<file path="src/rtl/lxm_pkg.sv">
`timescale 1ns/1ps
package lxm_pkg;
    typedef enum logic {
        MON_OPEN = 1'b0,
        MON_EXCL = 1'b1
    } mon_state_e;

    typedef enum logic [1:0] {
        EV_LOAD  = 2'd0,
        EV_STORE = 2'd1,
        EV_LDEX  = 2'd2,
        EV_STEX  = 2'd3
    } ev_kind_e;

    localparam int N_KIND = 4;
endpackage

</file>
<file path="src/rtl/lxm_arbiter.sv">
`timescale 1ns/1ps
module lxm_arbiter
    import lxm_pkg::*;
(
    input  logic [N_KIND-1:0] req,
    output logic              pick_any,
    output ev_kind_e          pick_kind,
    output logic              pick_multi
);
    logic [1:0] idx;

    // lowest set bit wins
    always_comb begin
        idx = 2'd0;
        for (int k = N_KIND - 1; k >= 0; k--) begin
            if (req[k]) idx = 2'(k);
        end
    end

    assign pick_any   = |req;
    assign pick_kind  = ev_kind_e'(idx);
    assign pick_multi = (req & (req - 1'b1)) != '0;
endmodule

</file>
<file path="src/rtl/lxm_reservation.sv">
`timescale 1ns/1ps
module lxm_reservation
    import lxm_pkg::*;
#(
    parameter int ADDR_W = 32,
    parameter int SIZE_W = 3
) (
    input  logic              clk,
    input  logic              rst_n,
    input  logic              ev_any,
    input  ev_kind_e          ev_kind,
    input  logic [ADDR_W-1:0] ev_addr,
    input  logic [SIZE_W-1:0] ev_size,
    output mon_state_e        state,
    output logic [ADDR_W-1:0] tag_addr,
    output logic [SIZE_W-1:0] tag_size
);
    mon_state_e        nxt_state;
    logic [ADDR_W-1:0] nxt_addr;
    logic [SIZE_W-1:0] nxt_size;

    always_comb begin
        nxt_state = state;
        nxt_addr  = tag_addr;
        nxt_size  = tag_size;
        if (ev_any) begin
            unique case (ev_kind)
                EV_LDEX: begin             // TAKE
                    nxt_state = MON_EXCL;
                    nxt_addr  = ev_addr;
                    nxt_size  = ev_size;
                end
                EV_LOAD, EV_STORE: begin   // DROP_PLAIN or STAY
                    if (state == MON_EXCL) begin
                        nxt_state = MON_OPEN;
                        nxt_addr  = '0;
                        nxt_size  = '0;
                    end
                end
                EV_STEX: begin             // DROP_STEX or STAY
                    nxt_state = MON_OPEN;
                    nxt_addr  = '0;
                    nxt_size  = '0;
                end
            endcase
        end
    end

    always_ff @(posedge clk or negedge rst_n) begin
        if (!rst_n) state <= MON_OPEN;
        else        state <= nxt_state;
    end

    always_ff @(posedge clk or negedge rst_n) begin
        if (!rst_n) begin
            tag_addr <= '0;
            tag_size <= '0;
        end else begin
            tag_addr <= nxt_addr;
            tag_size <= nxt_size;
        end
    end
endmodule

</file>
<file path="src/rtl/lxm_verdict.sv">
`timescale 1ns/1ps
module lxm_verdict
    import lxm_pkg::*;
#(
    parameter int ADDR_W = 32,
    parameter int SIZE_W = 3
) (
    input  logic              clk,
    input  logic              rst_n,
    input  logic              ev_any,
    input  ev_kind_e          ev_kind,
    input  logic [ADDR_W-1:0] ev_addr,
    input  logic [SIZE_W-1:0] ev_size,
    input  mon_state_e        state,
    input  logic [ADDR_W-1:0] tag_addr,
    input  logic [SIZE_W-1:0] tag_size,
    output logic              done,
    output logic              fail
);
    logic is_stex;
    logic hit;

    assign is_stex = ev_any && (ev_kind == EV_STEX);
    assign hit     = (state == MON_EXCL) && (ev_addr == tag_addr) && (ev_size == tag_size);

    always_ff @(posedge clk or negedge rst_n) begin
        if (!rst_n) begin
            done <= 1'b0;
            fail <= 1'b0;
        end else begin
            done <= is_stex;
            if (is_stex) fail <= !hit;
        end
    end
endmodule

</file>
<file path="src/rtl/lxm_monitor.sv">
`timescale 1ns/1ps
module lxm_monitor
    import lxm_pkg::*;
#(
    parameter int ADDR_W = 32,
    parameter int SIZE_W = 3
) (
    input  logic              clk,
    input  logic              rst_n,
    input  logic [3:0]        ev_req,
    input  logic [ADDR_W-1:0] ev_addr,
    input  logic [SIZE_W-1:0] ev_size,
    output logic              stx_done,
    output logic              stx_fail,
    output logic              mon_excl,
    output logic              multi_err
);
    logic              pick_any;
    ev_kind_e          pick_kind;
    logic              pick_multi;
    mon_state_e        state;
    logic [ADDR_W-1:0] tag_addr;
    logic [SIZE_W-1:0] tag_size;

    lxm_arbiter u_arb (
        .req        (ev_req),
        .pick_any   (pick_any),
        .pick_kind  (pick_kind),
        .pick_multi (pick_multi)
    );

    lxm_reservation #(.ADDR_W(ADDR_W), .SIZE_W(SIZE_W)) u_resv (
        .clk      (clk),
        .rst_n    (rst_n),
        .ev_any   (pick_any),
        .ev_kind  (pick_kind),
        .ev_addr  (ev_addr),
        .ev_size  (ev_size),
        .state    (state),
        .tag_addr (tag_addr),
        .tag_size (tag_size)
    );

    lxm_verdict #(.ADDR_W(ADDR_W), .SIZE_W(SIZE_W)) u_verd (
        .clk      (clk),
        .rst_n    (rst_n),
        .ev_any   (pick_any),
        .ev_kind  (pick_kind),
        .ev_addr  (ev_addr),
        .ev_size  (ev_size),
        .state    (state),
        .tag_addr (tag_addr),
        .tag_size (tag_size),
        .done     (stx_done),
        .fail     (stx_fail)
    );

    always_ff @(posedge clk or negedge rst_n) begin
        if (!rst_n)          multi_err <= 1'b0;
        else if (pick_multi) multi_err <= 1'b1;
    end

    assign mon_excl = (state == MON_EXCL);
endmodule

</file>
<file path="config.mk">
export PLATFORM = sky130hd
export DESIGN_NAME = lxm_monitor
export DESIGN_NICKNAME = d
export VERILOG_FILES = /design/src/rtl/lxm_pkg.sv /design/src/rtl/lxm_arbiter.sv /design/src/rtl/lxm_reservation.sv /design/src/rtl/lxm_verdict.sv /design/src/rtl/lxm_monitor.sv
export SDC_FILE = /design/constraint.sdc
export NUM_CORES = 1
export LEC_CHECK = 0
export BUFFER_PORTS_ARGS = -buffer_cell sky130_fd_sc_hd__clkbuf_2
export CORE_AREA = 2 2 60 62
export CTS_CLUSTER_DIAMETER = 200
export DETAILED_ROUTE_END_ITERATION = 6
export DIE_AREA = 0 0 62 64
export GPL_TIMING_DRIVEN = 1
export PLACE_DENSITY = 0.81
export SYNTH_ARGS = -nofsm -noshare
export SYNTH_HDL_FRONTEND = slang
export SYNTH_SLANG_ARGS = --single-unit
</file>
<file path="constraint.sdc">
create_clock -name clk -period 2.6 [get_ports clk]
set_input_delay 0.78 -clock clk [delete_from_list [all_inputs] [get_ports clk]]
set_output_delay 0.78 -clock clk [all_outputs]
set_load 0.05 [all_outputs]
</file>
After elaboration in Yosys (flattened, before gate mapping)
Index checks and enable logic that the tools add are counted.
{"block": "word_totals", "elab_cells": 33, "inputBits": 41, "ff_bits": 39}
{"block": "classes", "eq_ne": 6, "mux": 9, "n_bitwise": 1, "addsub": 1, "n_reduce_logical": 10}
{"operator": "$pmux W32 S3", "n": 1}
{"operator": "$eq A32 B32 Y1", "n": 1}
{"operator": "$mux W32", "n": 1}
{"operator": "$pmux W3 S3", "n": 1}
{"operator": "$mux W2", "n": 4}
{"operator": "$and A4 B4 Y4", "n": 1}
{"operator": "$eq A2 B2 Y1 const B", "n": 2}
{"operator": "$reduce_bool A4 Y1", "n": 1}
{"operator": "$reduce_or A4 Y1", "n": 1}
{"operator": "$sub A4 B1 Y4 const B", "n": 1}
{"operator": "$eq A3 B3 Y1", "n": 1}
{"operator": "$logic_and A1 B1 Y1", "n": 3}
{"operator": "$mux W3", "n": 1}
{"operator": "$reduce_or A3 Y1", "n": 1}
{"operator": "$eq A2 B1 Y1 const B", "n": 1}
{"operator": "$logic_not A2 Y1", "n": 1}
{"operator": "$ne A2 B1 Y1 const B", "n": 1}
{"operator": "$pmux W1 S2", "n": 1}
{"operator": "$reduce_and A2 Y1", "n": 1}
{"operator": "$reduce_or A2 Y1", "n": 1}
{"operator": "$logic_not A1 Y1", "n": 1}

Longest topological paths before layout
Gate-level depths: netlist (run 1).
{"block": "depth", "ltp_word": 8, "mapped_depth": 5, "depth_no_buf": 4}

Cells and area by module
From an unflattened synthesis (run 1), not the netlist that was laid out.
{"block": "hier_totals", "cells_unflattened": 145, "hier_area_um2": 1849.3}
{"module": "lxm_reservation", "cells_per_inst": 82, "n_inst": 1, "seq_area_each_um2": 900.9, "area_per_inst_um2": 1323.8}
{"module": "lxm_verdict", "cells_per_inst": 51, "n_inst": 1, "seq_area_each_um2": 50.0, "area_per_inst_um2": 446.7}
{"module": "lxm_arbiter", "cells_per_inst": 10, "n_inst": 1, "seq_area_each_um2": 0.0, "area_per_inst_um2": 47.5}
{"module": "lxm_monitor", "cells_per_inst": 2, "n_inst": 1, "seq_area_each_um2": 25.0, "area_per_inst_um2": 31.3}

Worst setup path before layout (run 1)
No wires, ideal clock.
{"block": "synth_timing", "kind": "input to register", "start": "in ev_req[1]", "end": "reg u_verd.fail", "arrival_time_ns": 1.816, "setup_time_ns": 0.126, "path_buffers": 0, "cell_stages": 4, "path_slack_ns": 0.658, "cell_sequence": "nor4b_4 nand4_1 or4_1 o32a_1"}
{"block": "synth_via", "elab_chain_len": 4, "elab_cells_between_ends": 5, "classes_between": "1 x eq/ne; 2 x mux; 2 x reduce/logical"}
{"item": "start: declaration", "line": "lxm_monitor.sv:10", "text": "input logic [3:0] ev_req,"}
{"item": "$mux W2 (2 in a row)", "line": "lxm_arbiter.sv:16", "text": "if (req[k]) idx = 2'(k);"}
{"item": "$eq A2 B2 Y1", "line": "lxm_verdict.sv:23", "text": "assign is_stex = ev_any && (ev_kind == EV_STEX);"}
{"item": "$logic_and A1 B1 Y1 *", "line": "lxm_verdict.sv:23"}
{"item": "end signal: assignment", "line": "lxm_verdict.sv:32", "text": "if (is_stex) fail <= !hit;"}
{"item": "end: declaration", "line": "lxm_verdict.sv:18", "text": "output logic fail"}
Every way passes the cells marked *; elsewhere a longest branch is shown, timed or not.
A chain may end at the register's enable or synchronous reset.

Worst setup path in the final report (run 1)
{"block": "layout_timing", "start": "reg u_resv.state", "end": "out mon_excl"}
{"item": "start: declaration", "line": "lxm_reservation.sv:14", "text": "output mon_state_e state,"}
{"item": "start signal: assignment", "line": "lxm_reservation.sv:51", "text": "else state <= nxt_state;"}
{"item": "end: declaration", "line": "lxm_monitor.sv:15", "text": "output logic mon_excl,"}
No word-level cell between the ends.

==> results of run 1 <==
-- worst reg2reg max path, delay by kind of cell, from the launching register on --
kind,cells,cell delay (ns)
flip-flops,1,0.42
AO/OA/AOI/OAI,1,0.29
AND/OR/NAND/NOR,2,0.63
XOR/XNOR,1,0.18
-- power breakdown --
group	leakage [nW]	internal (mW)	switching, mW
combinational	0.497	0.110	0.106
sequential	0.509	0.659	0.0391
clock	0.0514	0.299	0.201
total	1.06	1.07	0.347
-- cell families after synthesis --
logic type             after synthesis
XOR/XNOR                            35
AO/OA/AOI/OAI                       40
flip-flops                          39
AND/OR/NAND/NOR                     21
buffers and inverters                8
-- metal layers --
metal  GRT usage  vias to the layer above  routed length (µm)
met3     0.05870                        7                 162
li1            -                      623                   -
met4     0.07979                        0                  65
met2      0.3151                       35                1818
met5           0                        -                   0
met1      0.2733                      639                1578
-- worst min path at each step --
stage                            startpoint                              end  slack, ns
finish                                rst_n  u_resv.tag_addr[31]$_DFFE_PN0P_       0.47
global placement      multi_err$_DFFE_PN0P_            multi_err$_DFFE_PN0P_       0.46
floorplan                             rst_n            multi_err$_DFFE_PN0P_       0.48
CTS                                   rst_n  u_resv.tag_addr[31]$_DFFE_PN0P_       0.47
global route                          rst_n  u_resv.tag_addr[19]$_DFFE_PN0P_       0.49
detailed placement  u_verd.fail$_DFFE_PN0P_          u_verd.fail$_DFFE_PN0P_       0.50
-- area by class of cell --
cell class / count / area, µm² / area share
inverter: 1 / 3.754 / 0.001732
timing repair buffer: 47 / 242.7 / 0.1120
multi-input combinational: 96 / 782.0 / 0.3609
tap: 46 / 57.56 / 0.02656
clock buffer: 5 / 37.54 / 0.01732
sequential: 39 / 975.9 / 0.4503
clock inverter: 3 / 67.56 / 0.03118
-- flip-flops by register name, summed over array words and instances (netlist names) --
name	cells
u_resv.tag_size	3
u_verd.fail	1
u_resv.state	1
u_resv.tag_addr	32
u_verd.done	1
multi_err	1
-- metrics by stage --
stage | utilization | cells
after global routing | 0.6598 | 237
after floorplan | - | 143
after CTS | 0.6598 | 237
final | 0.6598 | 237
after detailed placement | 0.6278 | 229
after global placement | 0.6278 | 229
-- cell usage after synthesis --
master and count:
and2_1 1, dfrtp_1 39, clkbuf_1 5, nor2_1 4, buf_2 2, nand4_1 5, nand2_1 1, a22o_1 35
nor3_1 3, xor2_1 19, nand3_1 1, nor4b_4 1, nor4_1 4, o32a_1 1, inv_1 1, o21bai_1 1
or4_1 1, o21ai_1 1, a21oi_1 2, xnor2_1 16
==> summary.md, run 1 <==
| Metric | Value |
|---|---|
| VDD IR max | `0.0003461 V` |
| WL/cell | `between 15 and 20 µm` |
| Crit start category | `flop` |
| Remaining antenna violation count | `0` |
| Placer Congestion | `0.6997` |
| Syn_nets | `184` |
| Final setup viols | `0` |
| Worst min path class | `primary input to asynchronous set/reset pin` |
| First-pass GRT wire length | `approximately 6000 µm` |
| CP Cell Sequence | `clkbuf_2` |
| Num CTS Buffers | `5` |
| Critical Path RT | `around 1.8 ns` |
| Dpl cell area | `just over 2000 µm²` |
| Avg Inst Size Synth | `12.49 µm²` |
| Gr usage total | `0.2064` |
| Crit Path Class | `flop to output port` |
| Clock Sinks | `39` |
| PostCTS Resize Cnt | `0` |
| Mux cell area share after synthesis | `0` |
| Filler cell count | `between 200 and 300` |
| Total negative slack | `0 ns` |
| Layout cells sized above 1 | `0.2984` |
| Hpwl dp | `2544 µm` |
| Total gr overflow | `0` |
| Critical path's largest stage delay | `around 0.43 ns` |
| Via count | `1304` |
| Arr. time, crit path | `1.08 ns` |
| FF-to-FF Start | `u_resv.tag_addr[1]$_DFFE_PN0P_` |
| Worst R2R End | `u_verd.fail$_DFFE_PN0P_` |
| Row count | `21` |
| Pre-antenna DRT Iters | `5` |
| Root Driver | `clkbuf_4` |
| Post-Syn Area | `1787 µm²` |
| Adder-cell share of the synthesized area | `0` |
| Clock transition at the registers of the reported paths | `0.12 ns` |
| Total power | `around 1.4 mW` |
| Static leakage | `1.058 nW` |
| Slew Limit Fails | `0` |
| Starting Density | `0.5440` |
| Area leader, netlist | `dfrtp_1` |
| H-tree levels | `2` |
| Max Cap Violations | `0` |
| Commonest cells after routing, fill and taps aside | `clkbuf_2 (44), dfrtp_1 (39), a22o_1 (35)` |
| Cts hold-fix bufs | `0` |
| Ranking of synthesized cells by area | `dfrtp_1 (55%), a22o_1 (17%), xor2_1 (9.3%)` |
| Setup WS pre-CTS | `between 0.4 and 0.5 ns` |
| Starting DRT DRC Count | `53` |
| Min Hold Slack | `about 0.47 ns` |
| Die area | `roughly 4000 µm²` |
| RSZ-0062 raised after global routing | `false` |
| Delay-heaviest family, CP | `flip-flops` |
| Final Cycle Share | `0.7150` |
| Xor and xnor fraction of the mapped netlist area | `0.1716` |
| Worst Skew | `between 0.01 and 0.015 ns` |
| Finished Cell Area | `roughly 2200 µm²` |
| Final #Nets | `231` |
| Synth Warn # | `0` |
| Worst setup margin | `approximately 0.74 ns` |
| Synth Area in Simple Gates | `0.07423` |
| Antenna cells | `0` |
| Die H | `between 60 and 70 µm` |
| Number of global-route vias before repair | `approximately 1300` |
| Min Tclk post-route | `around 1.9 ns` |
| Synth unique cells | `20` |
| Commonest non-fill, non-tap cell in the layout | `clkbuf_2` |
| Syn Inst Count | `143` |
| Num ports | `between 40 and 50` |
| Flops & latches, synth | `39` |
| Synth Area in Compound Gates | `0.1898` |
| Pwr per Cell Area | `approximately 650 nW/µm²` |
| Reg2reg path depth | `4` |
| Initial antenna violation count | `0` |
| Clock tree buffer depth | `2` |
| Area Overhead vs Synth | `21.29%` |
| Slew @ Worst Pin | `between 0.4 and 0.5 ns` |
| Setup crit end | `mon_excl` |
| DRC viols | `0` |
| Status | `complete, no violations` |
| Worst reg2reg setup slack | `roughly 0.98 ns` |
| Die X | `62 µm` |
| Crit-path slowest cell | `dfrtp_1` |
| Sequential element share of the synthesized area | `0.5462` |
| Port Buf Inserts | `44` |
| Buffers and inverters on the worst path | `1` |
| Post-CTS Repair Setup Buffers | `0` |
| Crit path depth | `1` |
| CP Capture Type | `output port` |
| Final wirelength | `approximately 3600 µm` |
| Largest net degree at the start of global routing | `40` |
| Synth top area share | `0.5462` |
| Rel. slew slack | `0.6760` |
| Max Clock Freq | `~540 MHz` |
| CTS tree | `built` |
| Core Region | `approximately 3300 µm²` |
| Final hold vios | `0` |
| Clk_lat worst skew | `around 0.35 ns` |
| Worst setup startpoint | `u_resv.state$_DFFE_PN0P_` |
| Drt via density | `~5.5` |
| Main combinational cell family by area after synthesis | `compound AO/OA/AOI/OAI gates` |
| Critical path fanouts, max | `4` |
Note: power is estimated with default switching activity, not from simulation.
==> run 2, diff against run 1 <==
--- a/config.mk
+++ b/config.mk
@@ -5,13 +5,14 @@
 export SDC_FILE = /design/constraint.sdc
 export NUM_CORES = 1
 export LEC_CHECK = 0
+export ABC_AREA = 1
 export BUFFER_PORTS_ARGS = -buffer_cell sky130_fd_sc_hd__clkbuf_2
-export CORE_AREA = 2 2 60 62
+export CORE_AREA = 2 2 67 69
 export CTS_CLUSTER_DIAMETER = 200
 export DETAILED_ROUTE_END_ITERATION = 6
-export DIE_AREA = 0 0 62 64
+export DIE_AREA = 0 0 69 71
 export GPL_TIMING_DRIVEN = 1
-export PLACE_DENSITY = 0.81
+export PLACE_DENSITY = 0.77
 export SYNTH_ARGS = -nofsm -noshare
 export SYNTH_HDL_FRONTEND = slang
 export SYNTH_SLANG_ARGS = --single-unit
==> constraint.sdc (replaced) <==
create_clock -name clk -period 1.84 [get_ports clk]
set_input_delay 0.552 -clock clk [delete_from_list [all_inputs] [get_ports clk]]
set_output_delay 0.552 -clock clk [all_outputs]
set_load 0.05 [all_outputs]
==> run 2 against run 1 <==
Compared with the run above: register-to-register slack got worse by 0.39 ns; wire length increased by 20%; critical path depth unchanged; combinational power increased by 85%; via count increased by 39%; critical endpoint unchanged; clock-buffer cell count increased by 1; synthesized area increased by 22%; critical path type unchanged; largest power group unchanged.
==> summary.md, run 2 <==
| Metric | Value |
|---|---|
| Pwr per Cell Area | `roughly 830 nW/µm²` |
| Starting Density | `0.5196` |
| Area Overhead vs Synth | `17.07%` |
| Drt via density | `5.036` |
| Row count | `24` |
| Final #Nets | `between 300 and 400` |
| CP Capture Type | `output port` |
| Clock transition at the registers of the reported paths | `about 0.07 ns` |
| Clock Sinks | `39` |
| Final std cells w/o fill | `~360` |
| DRC viols | `0` |
| Final wirelength | `between 4000 and 5000 µm` |
| Via count | `roughly 1800` |
| Antenna cells | `0` |
| Placer Congestion | `0.8023` |
| Largest register FFs | `32` |
| Critical path fanouts, max | `4` |
| RSZ-0062 raised after global routing | `false` |
| Storage element area | `just under 1000 µm²` |
| Die area | `slightly below 5000 µm²` |
| Slew Limit Fails | `0` |
| Worst reg2reg setup slack | `0.59 ns` |
| Delay-heaviest family, CP | `flip-flops` |
| Worst min path class | `primary input to asynchronous set/reset pin` |
| First-pass GRT wire length | `between 7000 and 8000 µm` |
| Synth top area share | `0.4467` |
| Status | `complete, no violations` |
| Root Driver | `clkbuf_8` |
| WL/cell | `~12 µm` |
| Most flop-heavy register | `u_resv.tag_addr` |
| Layout cells sized above 1 | `0.2736` |
| Crit start category | `flop` |
| PostCTS Resize Cnt | `0` |
| Syn_nets | `299` |
| Count leader, synth | `nand2_1` |
| GR Util met1 | `0.2405` |
| Flops & latches, synth | `39` |
| Top cells by count, synth | `nand2_1 (75), inv_1 (43), dfrtp_1 (39)` |
| Die H | `71 µm` |
| Met3 usage in global routing | `0.04416` |
| Post-Syn Area | `approximately 2200 µm²` |
| M2 GR Usage | `0.3408` |
| Biggest regs | `u_resv.tag_addr (32), u_resv.tag_size (3)` |
| Num CTS Buffers | `5` |
| Most used routing layer | `met2` |
| Crit Path Class | `flop to output port` |
| Clock tree buffer depth | `2` |
| Sequential element share of the synthesized area | `0.4467` |
| Initial antenna violation count | `0` |
| Commonest cells after routing, fill and taps aside | `nand2_1 (75), clkbuf_2 (44), inv_1 (43)` |
| Critical path's largest stage delay | `0.44 ns` |
| Rel. slew slack | `0.6763` |
| Max Clock Freq | `~630 MHz` |
| Slew @ Worst Pin | `0.4856 ns` |
| Footprint of the multi-input gates | `a little under 1000 µm²` |
| Synth Warn # | `0` |
| Crit-path slowest cell | `dfrtp_1` |
| Starting DRT DRC Count | `98` |
| Worst Skew | `0.002983 ns` |
| Min Tclk post-route | `about 1.6 ns` |
| Final setup viols | `0` |
| Ys async rst share | `1.000` |
| Die X | `slightly below 70 µm` |
| Ranking of synthesized cells by area | `dfrtp_1 (45%), nand2_1 (13%), o22ai_2 (9.7%)` |
| Finished Cell Area | `approximately 2600 µm²` |
| Port Buf Inserts | `44` |
| CTS tree | `built` |
| Critical Path RT | `between 1 and 1.5 ns` |
| EDFF count, synth | `0` |
| CP Cell Sequence | `clkbuf_2` |
| Avg Inst Size Synth | `roughly 8.5 µm²` |
| Final hold vios | `0` |
| Remaining antenna violation count | `0` |
| Num ports | `45` |
| Largest net degree at the start of global routing | `40` |
| Pre-antenna DRT Iters | `4` |
| Main synth FF type | `dfrtp_1` |
| Total negative slack | `0 ns` |
| Arr. time, crit path | `between 1 and 1.5 ns` |
| Total gr overflow | `0` |
| Gr usage total | `0.1962` |
| Max Cap Violations | `0` |
| Hpwl dp | `3276 µm` |
| Filler cell count | `around 400` |
| Buffers and inverters on the worst path | `1` |
| Static leakage | `around 1.3 nW` |
| Synth unique cells | `21` |
| Commonest non-fill, non-tap cell in the layout | `nand2_1` |
| Clk_lat worst skew | `just under 0.3 ns` |
| Dpl cell area | `2440 µm²` |
| Post-CTS Repair Setup Buffers | `0` |
| Syn Inst Count | `between 200 and 300` |
| Min Hold Slack | `just over 0.3 ns` |
| Placed Cells | `around 350` |
| Cts hold-fix bufs | `0` |
| Number of global-route vias before repair | `about 1800` |
| Area leader, netlist | `dfrtp_1` |
| Core Region | `between 4000 and 5000 µm²` |
| H-tree levels | `2` |
| VDD IR max | `around 0.00040 V` |
| Final Cycle Share | `0.8641` |
## run 2: path summary, 6_finish.rpt
kind                                                   end                       startpoint  cells past startpoint
setup / recovery                                  mon_excl         u_resv.state$_DFFE_PN0P_                      1
max in group asynchronous  u_resv.tag_addr[19]$_DFFE_PN0P_                            rst_n                      2
hold / removal             u_resv.tag_addr[10]$_DFFE_PN0P_                            rst_n                      2
setup reg to reg            u_resv.tag_addr[5]$_DFFE_PN0P_         u_resv.state$_DFFE_PN0P_                      3
hold reg to reg            u_resv.tag_addr[21]$_DFFE_PN0P_  u_resv.tag_addr[21]$_DFFE_PN0P_                      2
min in group clk           u_resv.tag_addr[21]$_DFFE_PN0P_  u_resv.tag_addr[21]$_DFFE_PN0P_                      2
## run 2: where the power goes
group | internal, mW | total (mW) | switching (mW)
combinational | 0.168 | 0.400 | 0.232
sequential | 0.933 | 0.979 | 0.0452
clock | 0.439 | 0.733 | 0.295
total | 1.54 | 2.11 | 0.572
## run 2: cells by family (layout without fill, tap and decap cells)
family | after synthesis | count (layout) | synth area share
buf+inv | 53 | 102 | 0.1111
simple gates | 110 | 110 | 0.2033
xor+xnor | 11 | 11 | 0.04410
flops | 39 | 39 | 0.4467
compound gates | 45 | 45 | 0.1947
## run 2: per-layer routing
| layer | vias up | wire [µm] |
|---|---|---|
| li1 | 917 | - |
| met5 | - | 0 |
| met4 | 0 | 56 |
| met1 | 847 | 1936 |
| met3 | 5 | 183 |
| met2 | 39 | 2172 |
## run 2: area by class of cell
type                       instances  area share
multi-input combinational        166      0.3777
tap                               52     0.02544
clock buffer                       6     0.03229
sequential                        39      0.3816
inverter                          44     0.06556
timing repair buffer              50      0.1037
clock inverter                     2     0.01370
## run 2: per-stage QoR
| step | util | setup WS, ns | total power [mW] |
|---|---|---|---|
| CTS | 0.6083 | 0.2392 | 2.133 |
| detailed placement | 0.5804 | 0.1586 | 1.399 |
| floorplan | - | 0.4107 | 1.272 |
| finish | 0.6083 | 0.2500 | 2.112 |
| global placement | 0.5804 | 0.1981 | 1.384 |
| global route | 0.6083 | 0.2172 | 2.228 |
==> run 3, diff against run 2 <==
--- a/config.mk
+++ b/config.mk
@@ -7,12 +7,13 @@
 export LEC_CHECK = 0
 export ABC_AREA = 1
 export BUFFER_PORTS_ARGS = -buffer_cell sky130_fd_sc_hd__clkbuf_2
-export CORE_AREA = 2 2 67 69
+export CORE_AREA = 2 2 71 73
 export CTS_CLUSTER_DIAMETER = 200
 export DETAILED_ROUTE_END_ITERATION = 6
-export DIE_AREA = 0 0 69 71
+export DIE_AREA = 0 0 73 75
 export GPL_TIMING_DRIVEN = 1
 export PLACE_DENSITY = 0.77
 export SYNTH_ARGS = -nofsm -noshare
 export SYNTH_HDL_FRONTEND = slang
+export SYNTH_HIERARCHICAL = 1
 export SYNTH_SLANG_ARGS = --single-unit
==> run 3 against run 2 <==
Compared with the run above: final area rose by 15%; clock-buffer cell count rose by 2; critical path depth did not move; synthesized cell count rose by 58%; synthesized area rose by 15%; core utilization rose by 2.2 points; first-iteration DRC count rose by 36%; sequential share of layout area fell by 5.0 points; cell count rose by 44%; critical path type unchanged.
==> summary.md, run 3 <==
| Metric | Value |
|---|---|
| Status | `complete, no violations` |
| Ranking of synthesized cells by area | `dfrtp_1 (39%), nand2_1 (26%), inv_1 (13%)` |
| CTS tree | `built` |
| Fin util | `0.6306` |
| Total internal power | `between 1 and 1.5 mW` |
| Number of global-route vias before repair | `about 2200` |
| Final setup viols | `0` |
| Rel. slew slack | `0.4684` |
| Final #Nets | `roughly 500` |
| Main combinational cell family by area after synthesis | `simple AND/OR/NAND/NOR gates` |
| Die H | `75 µm` |
| Setup WS pre-CTS | `-0.1612 ns` |
| Delay-heaviest family, CP | `flip-flops` |
| Crit Path Class | `flop to output port` |
| Synth top area share | `0.3873` |
| Max Cap Violations | `0` |
| First-pass GRT wire length | `a little over 9000 µm` |
| Worst Skew | `0.002453 ns` |
| H-tree levels | `2` |
| Syn_nets | `approximately 450` |
| Clk_lat worst skew | `0.29 ns` |
| Count leader, synth | `nand2_1` |
| Biggest regs | `u_resv/tag_addr (32), u_resv/tag_size (3)` |
| Synth Area in Compound Gates | `0.03128` |
| Num CTS Buffers | `5` |
| RSZ-0062 raised after global routing | `false` |
| Final std cells w/o fill | `between 500 and 600` |
| Adder-cell share of the synthesized area | `0` |
| EDFF count, synth | `0` |
| Commonest non-fill, non-tap cell in the layout | `nand2_1` |
| Via count | `2382` |
| Pre-antenna DRT Iters | `4` |
| WL/cell | `about 11 µm` |
| Total negative slack | `0 ns` |
| Critical Path RT | `1.29 ns` |
| Root Driver | `clkbuf_8` |
| Crit-path slowest cell | `dfrtp_1` |
| Post-CTS Repair Setup Buffers | `0` |
| PostCTS Resize Cnt | `0` |
| Min Tclk post-route | `between 1.5 and 2 ns` |
| Placer Congestion | `a little under 0.9` |
| Syn Inst Count | `around 410` |
| Layout cells sized above 1 | `0.1537` |
| Top cells by count, synth | `nand2_1 (176), inv_1 (86), nor2_1 (62)` |
| Critical path's largest stage delay | `between 0.5 and 0.6 ns` |
| Gr usage total | `0.2179` |
| Worst setup margin | `0.1182 ns` |
| CP Capture Type | `output port` |
| Starting Density | `0.5407` |
| Max Clock Freq | `between 500 and 600 MHz` |
| Setup crit end | `mon_excl` |
| Crit path depth | `1` |
| Static leakage | `between 1.5 and 2 nW` |
| Drt via density | `4.616` |
| Row count | `25` |
| Clock Sinks | `39` |
| Mux cell area share after synthesis | `0` |
| Cts hold-fix bufs | `0` |
| Slew Limit Fails | `0` |
| Die area | `5475 µm²` |
| Initial antenna violation count | `0` |
| Starting DRT DRC Count | `approximately 130` |
| Total gr overflow | `0` |
| FF-to-FF Start | `u_resv/state$_DFFE_PN0P_` |
| Num ports | `45` |
| Synth Warn # | `6` |
| Post-Syn Area | `between 2000 and 3000 µm²` |
| Largest net degree at the start of global routing | `36` |
| Synth Area in Simple Gates | `0.3932` |
| Switching portion of total power | `0.2944` |
| Commonest cells after routing, fill and taps aside | `nand2_1 (176), inv_1 (86), nor2_1 (62)` |
| Final wirelength | `5613 µm` |
| Seq pwr share | `0.475` |
| Most flop-heavy register | `u_resv/tag_addr` |
| Flops & latches, synth | `39` |
| Worst setup startpoint | `u_resv/state$_DFFE_PN0P_` |
| Worst min path class | `primary input to asynchronous set/reset pin` |
| Remaining antenna violation count | `0` |
| Sequential element share of the synthesized area | `0.3873` |
| Reg2reg path depth | `3` |
| Area Overhead vs Synth | `16.63%` |
| Avg Inst Size Synth | `~6 µm²` |
| Port Buf Inserts | `44` |
| Antenna cells | `0` |
| Synth unique cells | `21` |
| Crit start category | `flop` |
| Clock tree buffer depth | `2` |
| Arr. time, crit path | `about 1.2 ns` |
| Hpwl dp | `~4000 µm` |
| VDD IR max | `~0.00045 V` |
| Buffers and inverters on the worst path | `1` |
| Ys async rst share | `1.000` |
| P_sw | `587.3 µW` |
| Slew @ Worst Pin | `between 0.7 and 0.8 ns` |
| CP Cell Sequence | `clkbuf_2` |
| Core Region | `4661 µm²` |
| Final hold vios | `0` |
| Main synth FF type | `dfrtp_1` |
| Final Cycle Share | `0.9357` |
| Area leader, netlist | `dfrtp_1` |
| Placed Cells | `between 500 and 600` |
| Xor and xnor fraction of the mapped netlist area | `0.02433` |
| DRC viols | `0` |
| Clock Power Share | `0.323` |
| Worst R2R End | `u_resv/tag_addr[3]$_DFFE_PN0P_` |
| Worst reg2reg setup slack | `about 0.36 ns` |
| Critical path fanouts, max | `6` |
| Die X | `between 70 and 80 µm` |
| Combinational share of power | `0.202` |
| Filler cell count | `~460` |
| Largest register FFs | `32` |
| Clock transition at the registers of the reported paths | `roughly 0.07 ns` |
| Pwr per Cell Area | `slightly below 700 nW/µm²` |
-- run 3: worst min-delay path by stage --
stage / endpoint / startpoint
global route: u_resv/tag_addr[12]$_DFFE_PN0P_ / rst_n
finish: u_resv/tag_addr[12]$_DFFE_PN0P_ / rst_n
global placement: multi_err$_DFFE_PN0P_ / multi_err$_DFFE_PN0P_
floorplan: multi_err$_DFFE_PN0P_ / rst_n
detailed placement: multi_err$_DFFE_PN0P_ / multi_err$_DFFE_PN0P_
CTS: u_resv/tag_addr[12]$_DFFE_PN0P_ / rst_n
-- run 3: cell type report --
cell class / count / area, µm² / area share
Clock buffer: 8 / 100.1 / 0.03406
Inverter: 86 / 322.8 / 0.1098
Multi-Input combinational cell: 275 / 1140 / 0.3878
Sequential cell: 39 / 975.9 / 0.3321
Tap cell: 54 / 67.56 / 0.02299
Timing Repair Buffer: 54 / 332.8 / 0.1132
-- run 3: through the flow --
step | hold slack, ns | cell area, µm² | total power, mW
after floorplan | 0.2564 | 2520 | 1.208
after global placement | 0.4471 | 2830 | 1.349
after detailed placement | 0.4506 | 2830 | 1.363
after CTS | 0.1728 | 2930 | 2.009
after global routing | 0.1923 | 2939 | 2.107
final | 0.1732 | 2939 | 1.995
-- run 3: cell families after synthesis --
family | after synthesis
AOI/OAI and AO/OA | 13
xor gates and xnor gates | 7
buffers and inverters | 95
DFF | 39
and+or+nand+nor | 254
-- run 3: power by group through the flow --
stage               clock, mW  sequential (mW)  combinational (mW)
global route            0.695            0.956               0.456
detailed placement          0            0.964               0.399
CTS                     0.660            0.948               0.402
global placement            0            0.962               0.387
floorplan                   0            0.968               0.241
finish                  0.644            0.948               0.403
-- run 3: layer usage --
metal | GRT usage | routed length (µm)
met1 | 0.2590 | 2458
met2 | 0.4024 | 2865
met3 | 0.03614 | 234
met4 | 0.06790 | 55
met5 | 0 | 0
-- run 3: worst register-to-register path, cell delays in order, from the launching register on --
cell	delay (ns)
dfrtp_1	0.49
o21ai_2	0.69
nand2_1	0.13
nand2_1	0.11
